<file path="src/rtl/bus_owner_seq.sv">
module bus_owner_seq #(
  parameter int NSRC        = 8,
  parameter int DEAD_CYCLES = 4,
  localparam int SEL_W      = $clog2(NSRC),
  localparam int CNT_W      = $clog2(DEAD_CYCLES + 1)
) (
  input  logic             clk,
  input  logic             rst_n,
  input  logic             go,
  input  logic [SEL_W-1:0] sel,
  output logic [NSRC-1:0]  drv_en,
  output logic             line_idle
);

  logic             own_vld;
  logic [SEL_W-1:0] own;
  logic             in_gap;
  logic [SEL_W-1:0] tgt;
  logic [CNT_W-1:0] cnt;

  always_ff @(posedge clk or negedge rst_n) begin
    if (!rst_n) begin
      own_vld <= 1'b0;
      own     <= '0;
      in_gap  <= 1'b0;
      tgt     <= '0;
      cnt     <= '0;
    end else if (!go) begin
      own_vld <= 1'b0;
      in_gap  <= 1'b0;
    end else if (own_vld) begin
      if (sel != own) begin
        own_vld <= 1'b0;
        in_gap  <= 1'b1;
        tgt     <= sel;
        cnt     <= CNT_W'(DEAD_CYCLES);
      end
    end else if (!in_gap || sel != tgt) begin
      in_gap <= 1'b1;
      tgt    <= sel;
      cnt    <= CNT_W'(DEAD_CYCLES);
    end else if (cnt == CNT_W'(1)) begin
      own_vld <= 1'b1;
      own     <= tgt;
      in_gap  <= 1'b0;
    end else begin
      cnt <= cnt - 1'b1;
    end
  end

  for (genvar i = 0; i < NSRC; i++) begin : g_en
    assign drv_en[i] = own_vld && (own == SEL_W'(i));
  end

  assign line_idle = !own_vld;

endmodule


</file>
<file path="config.mk">
export PLATFORM = sky130hd
export DESIGN_NAME = bus_owner_seq
export DESIGN_NICKNAME = d
export VERILOG_FILES = /design/src/rtl/bus_owner_seq.sv
export SDC_FILE = /design/constraint.sdc
export NUM_CORES = 1
export LEC_CHECK = 0
export ABC_AREA = 1
export BUFFER_PORTS_ARGS = -buffer_cell sky130_fd_sc_hd__clkbuf_2
export CORE_UTILIZATION = 60
export CTS_BUF_LIST = sky130_fd_sc_hd__clkbuf_8
export CTS_CLUSTER_SIZE = 24
export DETAILED_ROUTE_END_ITERATION = 10
export MAX_ROUTING_LAYER = met4
export PLACE_DENSITY = 0.85
export SKIP_CTS_REPAIR_TIMING = 1
export SLEW_MARGIN = 5
export SYNTH_ARGS = -nofsm -noshare
export SYNTH_HDL_FRONTEND = slang
export SYNTH_SLANG_ARGS = --single-unit
</file>
<file path="constraint.sdc">
create_clock -name clk -period 2.8 [get_ports clk]
set_input_delay 0.42 -clock clk [delete_from_list [all_inputs] [get_ports clk]]
set_output_delay 0.42 -clock clk [all_outputs]
set_load 0.01 [all_outputs]
</file>
==> results, run 1 <==
- The flow ran to the end, and the final reports show no timing, DRC or antenna violations.
- Routability-driven placement finished with a final weighted congestion of a little over 0.9.
- Relative to the synthesized area, the layout overhead comes to 14.2%.
- Across every metal layer, demand over resource in global routing totals 28.6%.
- Fill cells in the final layout number 71.
- The portion of total power attributed to combinational logic is 20.2%.
- In the final routed layout, each cell accounts on average for 11.9 um.
- Across the routed clock network, the largest skew measured is 0.00402 ns.
- The total inserted antenna cells is 0.
- The synthesized netlist net count is 119.
- The initial core utilization is 67.7%.
- In the routed design, unresolved DRC markers number 0.
- The placed cell count is about 140.
- The required arrival time at the worst endpoint is 2.38 ns.
- The cell area after technology mapping is between 700 and 800 um2.
- Measured along the x axis, the die boundary spans 38.4 um.
- The number of cell instances on the worst register-to-register path is 9.
- The clock drives 11 sinks.
- The critical-path cell with the highest stage delay is dfrtp_1.
- Summed over all layers, the global routing overflow is 0.
- The CTS H-tree depth is 1.
- The cell count after synthesis came out at about 110.
- In this run switching power makes up between 30% and 40% of total power.
- The ratio of total power to cell area is about 480 mW/mm2.
- The worst setup path is of the reg2out kind.
- The routed design has 1690 um of wire.
- The pin count of the biggest net entering global routing is 12.
- Counting stages on the worst path, the most repeated cell is nor2_1.
- The region available for standard cell placement spans about 0.0012 mm2.
- The power spent charging and discharging nets is 0.132 mW.
- In this design, the stage delay of the slowest critical-path cell is 0.40 ns.
- The actual transition at the worst max-transition pin is 0.293 ns.
- In the final layout, the share of cells above drive strength 1 is 25.8%.
- The via count of the first global-routing pass is around 650.
- Along the worst path, the maximum fanout reaches 4.
- For the finished layout, the period the worst path requires is 1.58 ns.
- The max-slew violation count is 0.
- The portion of total power attributed to the clock network is 36.4%.
- Of the available clock period, the critical path in the final layout requires between 50% and 60%.
- Per report_power, the sequential group accounts for 43.4% of the total.
- Detailed placement finished with a half-perimeter wire length of approximately 1300 um.
- Derived from the worst setup path, the maximum achievable clock frequency is 632 MHz.
- After clock tree synthesis, the clock-pin slew on the worst setup and hold paths is ~0.05 ns.
- The violation count after the first detailed-routing iteration is 42.
- After synthesis, flip-flops and latches occupy 34.7% of the total area.
- Detailed routing inserted a total of approximately 750 vias.
- The floorplan die height is approximately 38 um.
- The die area is approximately 0.0015 mm2.
- The layout net count is around 140.
- The number of buffers inserted by port buffering is 14.
- The clock tree root buffer cell is clkbuf_8.
- The critical register-to-register path startpoint is cnt[1].
- The worst ir drop on vdd is 0.000313 V.
- The netlist uses 18 different library cells.
- The mean post-synth cell area is 7.15 um2.
- The final non-filler cell area is 906 um2.
- The aggregate negative setup slack is 0 ns.
- After detailed routing, the number of vias per cell comes to 5.26.
- No sink is reached through more buffers than the 2 on the longest clock path.
- The number of antenna violations at the first check in global routing is 0.
- Together, buffers and inverters on the worst path number 3.
- Leaving out filler cells and counting taps, the final layout contains 142.
- The number of placed I/O pins is 15.
- The setup-violating endpoint count in the final report is 0.
- The number of register bits inferred by synthesis is 11.
- The signal on the critical path passes through inv_2, nor2_1, inv_1, nor2_1, clkbuf_2.
- The kind of cell adding the most delay to the critical path is flip-flops.
- The multi-input combinational cell area is 437 um2.
- For this run, the number of Yosys warnings is 0.
- The area taken by flip-flops and latches is 275 um2.
- The worst register-to-register path ends at own[1].
- STA puts the critical path data arrival time at approximately 1.2 ns.
- The worst setup path is launched from a register.
- The analysis attributes to cell leakage a power of 0.527 nW.
- The worst setup slack for register-to-register paths is 1.45 ns.
- The number of CTS-inserted buffers is 3.
- Leaving out fill and tap cells, the most frequent cell in the layout is nand2_1.
- The cell row count is 12.
- Cell internal power was estimated by the tool at about 0.30 mW.
- The later pin in the worst-skew pair is clocked with a latency of 0.24 ns.
- The clock tree from TritonCTS is yes.
- The residual antenna-violating net count after detailed routing is 0.
- The worst min-delay path category is in2async.
- The worst setup path is captured at an output pin.
- The number of failing hold endpoints at the final stage is 0.
- The max-cap check violation count is 0.
- The standard cell area after detailed placement is ~860 um2.
- The number of search-and-repair iterations in the first detailed-routing pass is 6.
- The first global-routing pass estimated 2700 um of wire.
- Leaving out fill and tap cells, the most frequent cells in the layout are nand2_1, nor2_1, clkbuf_2.
- The max-slew headroom at the worst pin is 80.5%.
- Setup repair after global routing left no endpoint under its margin.
==> power by group through the flow <==
stage / clock, mW / combinational [mW] / sequential, mW
after floorplan: 0 / 0.0700 / 0.185
after global placement: 0 / 0.0835 / 0.189
after detailed placement: 0 / 0.0867 / 0.189
after CTS: 0.155 / 0.0872 / 0.186
after global routing: 0.165 / 0.0959 / 0.188
final: 0.157 / 0.0869 / 0.187
==> how the worst max path moves through the flow <==
stage / startpoint / slack [ns] / to / cells after the start
CTS: own_vld / 1.22 / drv_en[1] / 5
finish: own_vld / 1.22 / drv_en[1] / 5
global placement: sel[0] / 1.43 / own[0] / 10
detailed placement: sel[0] / 1.37 / own[1] / 10
floorplan: cnt[1] / 1.59 / own[0] / 9
global route: own_vld / 1.10 / drv_en[2] / 5
==> synth_stat cells (all sizes together) <==
cell / instances / share of area [%]
ha: 2 / 3.2
xnor2: 1 / 1.1
buf: 1 / 2.5
dfrtp: 11 / 35
a21oi: 1 / 1.1
nand3: 16 / 13
nor2: 18 / 12
clkinv: 1 / 1.1
nand2: 46 / 25
inv: 14 / 6.6
==> per-layer routing <==
metal | GRT usage (%) | part of all wire, %
met1 | 35.7 | 45
met3 | 6.98 | 5.7
met4 | 12.9 | 1.2
met2 | 44.1 | 48
met5 | - | 0
==> logic make-up after synthesis <==
family | share of synthesized area [%]
XOR/XNOR | 1.10
buffers and inverters | 10.3
adder cells (fa/ha/maj) | 3.15
AO/OA/AOI/OAI | 1.10
flip-flops | 34.7
AND/OR/NAND/NOR | 49.7
==> layout make-up <==
type | instances | area share (%)
Timing Repair Buffer | 14 | 7.73
Sequential cell | 11 | 30.4
Clock buffer | 3 | 4.56
Inverter | 15 | 6.77
Tap cell | 14 | 1.93
Multi-Input combinational cell | 84 | 48.2
Clock inverter | 1 | 0.414
==> state kept, by name (all words and copies together), names as in the netlist <==
signal and cells:
in_gap 1, cnt 3, own_vld 1, own 3, tgt 3
==> stage by stage <==
| stage | power, mW | setup slack, ns | hold WS, ns | util (%) |
|---|---|---|---|---|
| after global placement | 0.272 | 1.43 | 0.310 | 73.5 |
| final | 0.430 | 1.22 | 0.0510 | 77.4 |
| after detailed placement | 0.275 | 1.37 | 0.312 | 73.5 |
| after CTS | 0.429 | 1.22 | 0.0611 | 77.4 |
| after global routing | 0.449 | 1.10 | 0.0704 | 77.4 |
| after floorplan | 0.255 | 1.59 | 0.124 | - |
No activity file was read; power rests on OpenSTA's default activity.
==> run 2: changes to the inputs <==
--- a/config.mk
+++ b/config.mk
@@ -7,12 +7,12 @@
 export LEC_CHECK = 0
 export ABC_AREA = 1
 export BUFFER_PORTS_ARGS = -buffer_cell sky130_fd_sc_hd__clkbuf_2
-export CORE_UTILIZATION = 60
+export CORE_UTILIZATION = 56
 export CTS_BUF_LIST = sky130_fd_sc_hd__clkbuf_8
 export CTS_CLUSTER_SIZE = 24
 export DETAILED_ROUTE_END_ITERATION = 10
 export MAX_ROUTING_LAYER = met4
-export PLACE_DENSITY = 0.85
+export PLACE_DENSITY = 0.8
 export SKIP_CTS_REPAIR_TIMING = 1
 export SLEW_MARGIN = 5
 export SYNTH_ARGS = -nofsm -noshare
==> constraint.sdc (replaced) <==
create_clock -name clk -period 1.65 [get_ports clk]
set_input_delay 0.2475 -clock clk [delete_from_list [all_inputs] [get_ports clk]]
set_output_delay 0.2475 -clock clk [all_outputs]
set_load 0.01 [all_outputs]
==> results, run 2 (synthesis gave the netlist of run 1 again) <==
- The violation count after the first detailed-routing iteration is 14.
- In this run the tightest slew margin relative to its limit is 81.5%.
- The worst-skew pair later-pin latency is around 0.23 ns.
- With fillers left out, the area of the finished cells amounts to 917 um2.
- Routability-driven placement finished with a final weighted congestion of roughly 0.9.
- The layout overhead on the synthesized area is 15.6%.
- The cell row count is 13.
- The clock tree skew after final layout is 0.00209 ns.
- The standard cell area after detailed placement is 862 um2.
- The worst ir drop on vdd is around 0.00063 V.
- The number of CTS-inserted buffers is 3.
- After global routing, the most crowded layer is met2.
- STA classifies the critical path startpoint as a register.
- The post-route total power is 0.723 mW.
- The post-detailed-route DRC marker count is 0.
- For this design the ratio of total power to cell area is approximately 800 mW/mm2.
- After legalization and detailed placement, the total HPWL measured around 1200 um.
- Across all setup checks in the final design, the least slack found is 0.300 ns.
- The die area is 0.00157 mm2.
- Setup repair after global routing left no endpoint under its margin.
- Timing would allow up to 741 MHz.
- The largest fanout on the critical path is 4.
- The number of antenna violations at the first check in global routing is 0.
- In the final design database the tool counted 138 nets.
- Dividing the final minimum period by the clock period gives 81.8%.
- The total overflow left after global routing is 0.
- The number of buffers inserted by port buffering is 14.
- The path class of the tightest hold or removal check is in2reg.
- The critical path data arrival time is 1.10 ns.
- The die outline width is 39.6 um.
- Leaving out fill and tap cells, the most frequent cell in the layout is nand2_1.
- The actual transition at the worst max-transition pin is 0.277 ns.
- The met2 demand-to-capacity share in global routing is about two fifths.
- The vias per cell is 4.90.
- The initial core utilization is about 61%.
- The proportion of layout cells with a drive suffix above 1 is between 20% and 30%.
- The sum of routed wire length over all layers is 1490 um.
- The first-pass GRT wire length is 2500 um.
- The run finished with clean final reports.
- After clock tree synthesis, the clock-pin slew on the worst setup and hold paths is 0.05 ns.
- At the worst endpoint, the required time is 1.40 ns.
- The number of failing hold endpoints at the final stage is 0.
- The routed layout has 705 vias.
- The number of clock sinks is 11.
- The leakage dissipation is 0.531 nW.
- The minimum clock period after layout is 1.35 ns.
- In this run the count of I/O pins placed on the die edge is 15.
- The layout has 115 filler cells.
- The routed length per placed instance is 10.3 um.
- Global routing used a little under 30% of the available met1 tracks.
- The CTS H-tree depth is 1.
- The critical path is of the reg2out type.
- The total routing usage reported by global routing is 25.1%.
- The via count of the first global-routing pass is around 630.
- In the layout the commonest cells are nand2_1, nor2_1, clkbuf_2.
- The pre-CTS worst setup slack is 0.348 ns.
- The floorplan die height is 39.6 um.
- The max-slew violation count was 0.
- Setup violations remaining at the end of the flow were counted as 0.
- The buffer depth of the longest clock path is 2.
- The clock tree root buffer cell is clkbuf_8.
- The detail route stage leaves a number of antenna-violating nets equal to 0.
- Adding up every negative setup slack in the final design gives 0 ns.
- The area of the core region is about 0.0013 mm2.
- The met3 track utilization from global routing is 3.98%.
- TritonCTS built the clock tree.
- The largest registers in the layout are cnt x3, own x3, tgt x3.
- Entering global routing, the biggest net connects 12 pins.
- The tool flagged a number of max-cap violations equal to 0.
- The repair_antennas step left the layout with diodes totalling 0.
- The worst setup path is captured at an output pin.
- The number of search-and-repair iterations in the first detailed-routing pass is 4.
==> run 2: final cells by class <==
type,count,area (um2),area share [%]
Inverter,15,61.3,6.68
Tap cell,15,18.8,2.05
Multi-Input combinational cell,84,437,47.6
Clock inverter,1,3.75,0.409
Clock buffer,3,41.3,4.50
Timing Repair Buffer,15,80.1,8.73
Sequential cell,11,275,30.0
==> run 2: stage by stage <==
step / hold WS (ns) / util (%) / instances
4_1_cts: -0.115 / 69.7 / 143
5_1_grt: 0.297 / 70.5 / 144
3_5_place_dp: 0.136 / 66.3 / 139
3_3_place_gp: 0.134 / 66.3 / 139
2_1_floorplan: -0.0481 / - / 111
6_report: 0.278 / 70.5 / 144
==> run 2: metal layers <==
layer | up-vias | share of wire (%)
li1 | 377 | -
met1 | 303 | 45
met2 | 19 | 48
met3 | 6 | 3.9
met4 | 0 | 2.4
met5 | - | 0
==> run 2: power by group <==
group	internal [mW]	switching (mW)
logic	0.0522	0.0938
clock network	0.163	0.0982
registers	0.293	0.0229
==> run 2: path summary, 6_finish.rpt <==
| kind | cells past startpoint | to | slack, ns | start |
|---|---|---|---|---|
| worst max-delay path | 5 | drv_en[1] | 0.30 | own_vld |
| worst min-delay path | 3 | tgt[1] | 0.28 | sel[1] |
| worst max register to register | 9 | own[0] | 0.33 | cnt[1] |
| worst min register to register | 2 | in_gap | 0.48 | in_gap |
| max in group asynchronous | 2 | own_vld | 1.02 | rst_n |
| min in group asynchronous | 2 | cnt[1] | 0.42 | rst_n |
==> run 2: critical path: stages (launching register included) <==
cell	delay (ns)
dfrtp_1	0.39
inv_2	0.05
nor2_1	0.11
inv_1	0.10
nor2_1	0.09
clkbuf_2	0.13
==> run 3: changes to the inputs <==
==> constraint.sdc (replaced) <==
create_clock -name clk -period 1.3 [get_ports clk]
set_input_delay 0.195 -clock clk [delete_from_list [all_inputs] [get_ports clk]]
set_output_delay 0.195 -clock clk [all_outputs]
set_load 0.01 [all_outputs]
==> results, run 3 (synthesis gave the netlist of run 1 again) <==
- The tool flagged a number of max-cap violations equal to 0.
- The worst hold path begins at sel[1].
- The clock edge transition at the registers on the reported setup and hold paths is roughly 0.05 ns.
- The worst hold path terminates at tgt[1].
- On the worst path, the slowest cell contributes a delay of 0.41 ns.
- The die covers 0.00157 mm2.
- The floorplan die height is 39.6 um.
- In the routed design, unresolved DRC markers number 0.
- The number of cell instances on the worst register-to-register path is 9.
- After layout, the worst setup slack is -0.0232 ns.
- The total inserted antenna cells is 0.
- The number of failing hold endpoints at the final stage is 0.
- The flow ran to the end, but the final reports show violations.
- At the end of routability-driven placement, the weighted congestion stood at 0.888.
- The ratio of total power to cell area is 968 mW/mm2.
- Counting instances, the worst hold path has a depth of 3.
- For the pin with the worst max-slew slack, the measured transition is 0.280 ns.
- The number of antenna violations at the first check in global routing is 0.
- The worst min-delay path category is in2reg.
- The critical-path cell with the highest stage delay is dfrtp_1.
- The worst setup slack for register-to-register paths is -0.02 ns.
- The first global-routing pass estimated 2500 um of wire.
- At the end of the flow the core is filled with cells to about three quarters.
- The number of search-and-repair iterations in the first detailed-routing pass is 5.
- Data arrives at the worst endpoint at 1.45 ns.
- The aggregate negative setup slack is -0.0530 ns.
- The proportion of layout cells with a drive suffix above 1 is 35.1%.
- During I/O placement, the number of pins put on the boundary was 15.
- The end of the worst register-to-register path is own[2].
- The clock tree from TritonCTS is yes.
- From left edge to right edge, the die measures 39.6 um.
- The detailed router placed 738 vias in this run.
- The leakage dissipation is 0.545 nW.
- The startpoint type of the worst setup path is a register.
- The cell row count is 13.
- The max-slew headroom at the worst pin is 81.3%.
- The buffer depth of the longest clock path is 2.
- The vias per cell is 5.05.
- The critical path capture point type is a register.
- The worst-skew pair later-pin latency is 0.23 ns.
- In the final routed layout, each cell accounts on average for 10.7 um.
- The critical register-to-register path startpoint is tgt[2].
- The region available for standard cell placement spans approximately 0.0013 mm2.
- Leaving out fill and tap cells, the most frequent cells in the layout are nand2_1, nand3_1, nor2_1.
- The worst-case IR drop observed on VDD is 0.000811 V.
- The violation count after the first detailed-routing iteration is 12.
- The residual antenna-violating net count after detailed routing is 0.
- The design draws 0.935 mW.
- The most frequent standard cell in the layout excluding fill and tap cells is nand2_1.
- For this run, the top clock speed supported by timing is 756 MHz.
- Traced cell by cell, the critical path runs through inv_1, nand2_2, nand2_2, nor2_4, nand3_4, clkinv_4, nand2_4, nand2_1, nand2_1.
- During placement, the flow inserted port buffers numbering 14.
- At the end of the flow, the number of nets in the layout was 140.
- The required arrival time at the worst endpoint is 1.42 ns.
- The HPWL after detailed placement is roughly 1200 um.
- The number of clock sinks is 11.
- The startpoint-to-endpoint class of the critical path is reg2reg.
- The sum of routed wire length over all layers is approximately 1600 um.
- The clock tree root buffer cell is clkbuf_8.
- The routed design could run at a clock period as short as 1.32 ns.
- Once the floorplan was initialized, standard cells occupied 61.0% of the core.
- Between clock sinks in the finished design, the worst skew comes to 0.00194 ns.
- Across every metal layer, demand over resource in global routing totals 25.1%.
- TritonCTS created 3 clock buffers.
- In this run the number of H-tree levels came out at 1.
- In the finished design, the share of the clock period the worst path needs comes to 102%.
- Compared with the post-synthesis result, the final layout area differs by 21.8%.
- The checks that failed: setup timing.
- Entering global routing, the biggest net connects 12 pins.
- The max-slew violation count is 0.
- Along the worst path, the maximum fanout reaches 5.
- Setup repair after global routing could not meet its margin everywhere.
- The setup-violating endpoint count in the final report is 3.
- In the final layout, the registers with the most flip-flops are cnt x3, own x3, tgt x3.
- The via count of the first global-routing pass is 629.
- After global routing the overflow that remains totals 0.
==> run 3: worst max-delay path: cells and delay by family, from the launching register on <==
family                 cells  cell delay, ns
buffers and inverters      2            0.18
DFF                        1            0.41
and+or+nand+nor            7            0.63
==> run 3: worst max path at each step <==
stage                       from  endpoint  slack [ns]  cells past startpoint
after floorplan           cnt[1]    own[0]        0.09                      9
after global placement    cnt[1]    own[0]        0.03                      9
after detailed placement  cnt[1]    own[1]      -0.002                      9
after CTS                 cnt[1]    own[1]       -0.02                      9
after global routing      tgt[2]    own[0]        -0.1                      9
final                     tgt[2]    own[2]       -0.02                      9
==> run 3: layout make-up <==
| class | instances | area [um2] |
|---|---|---|
| multi-input combinational | 84 | 469 |
| fill | 97 | 335 |
| sequential | 11 | 277 |
| timing repair buffer | 17 | 95.1 |
| inverter | 15 | 61.3 |
| clock buffer | 3 | 41.3 |
| tap | 15 | 18.8 |
| clock inverter | 1 | 3.75 |
==> run 3: layer usage <==
| layer | GRT usage (%) | up-vias | routed length [um] |
|---|---|---|---|
| met2 | 40.2 | 28 | 740 |
| met1 | 29.6 | 321 | 693 |
| li1 | - | 381 | - |
| met5 | - | - | 0 |
| met3 | 3.98 | 8 | 72 |
| met4 | 14.7 | 0 | 54 |
==> run 3: power by group <==
part           internal (mW)  switching, mW  leakage, nW
Clock                  0.207          0.124       0.0269
Combinational         0.0743          0.127        0.378
Sequential             0.372         0.0304        0.141
==> run 3: stage by stage <==
step | setup slack [ns] | std cells | hold slack (ns) | instance area [um2]
6_report | -0.0232 | 146 | 0.225 | 966
5_1_grt | -0.0960 | 146 | 0.244 | 966
2_1_floorplan | 0.0858 | 111 | -0.101 | 793
4_1_cts | -0.0202 | 143 | -0.167 | 907
3_3_place_gp | 0.0300 | 139 | 0.0812 | 862
3_5_place_dp | -0.00182 | 139 | 0.0836 | 862
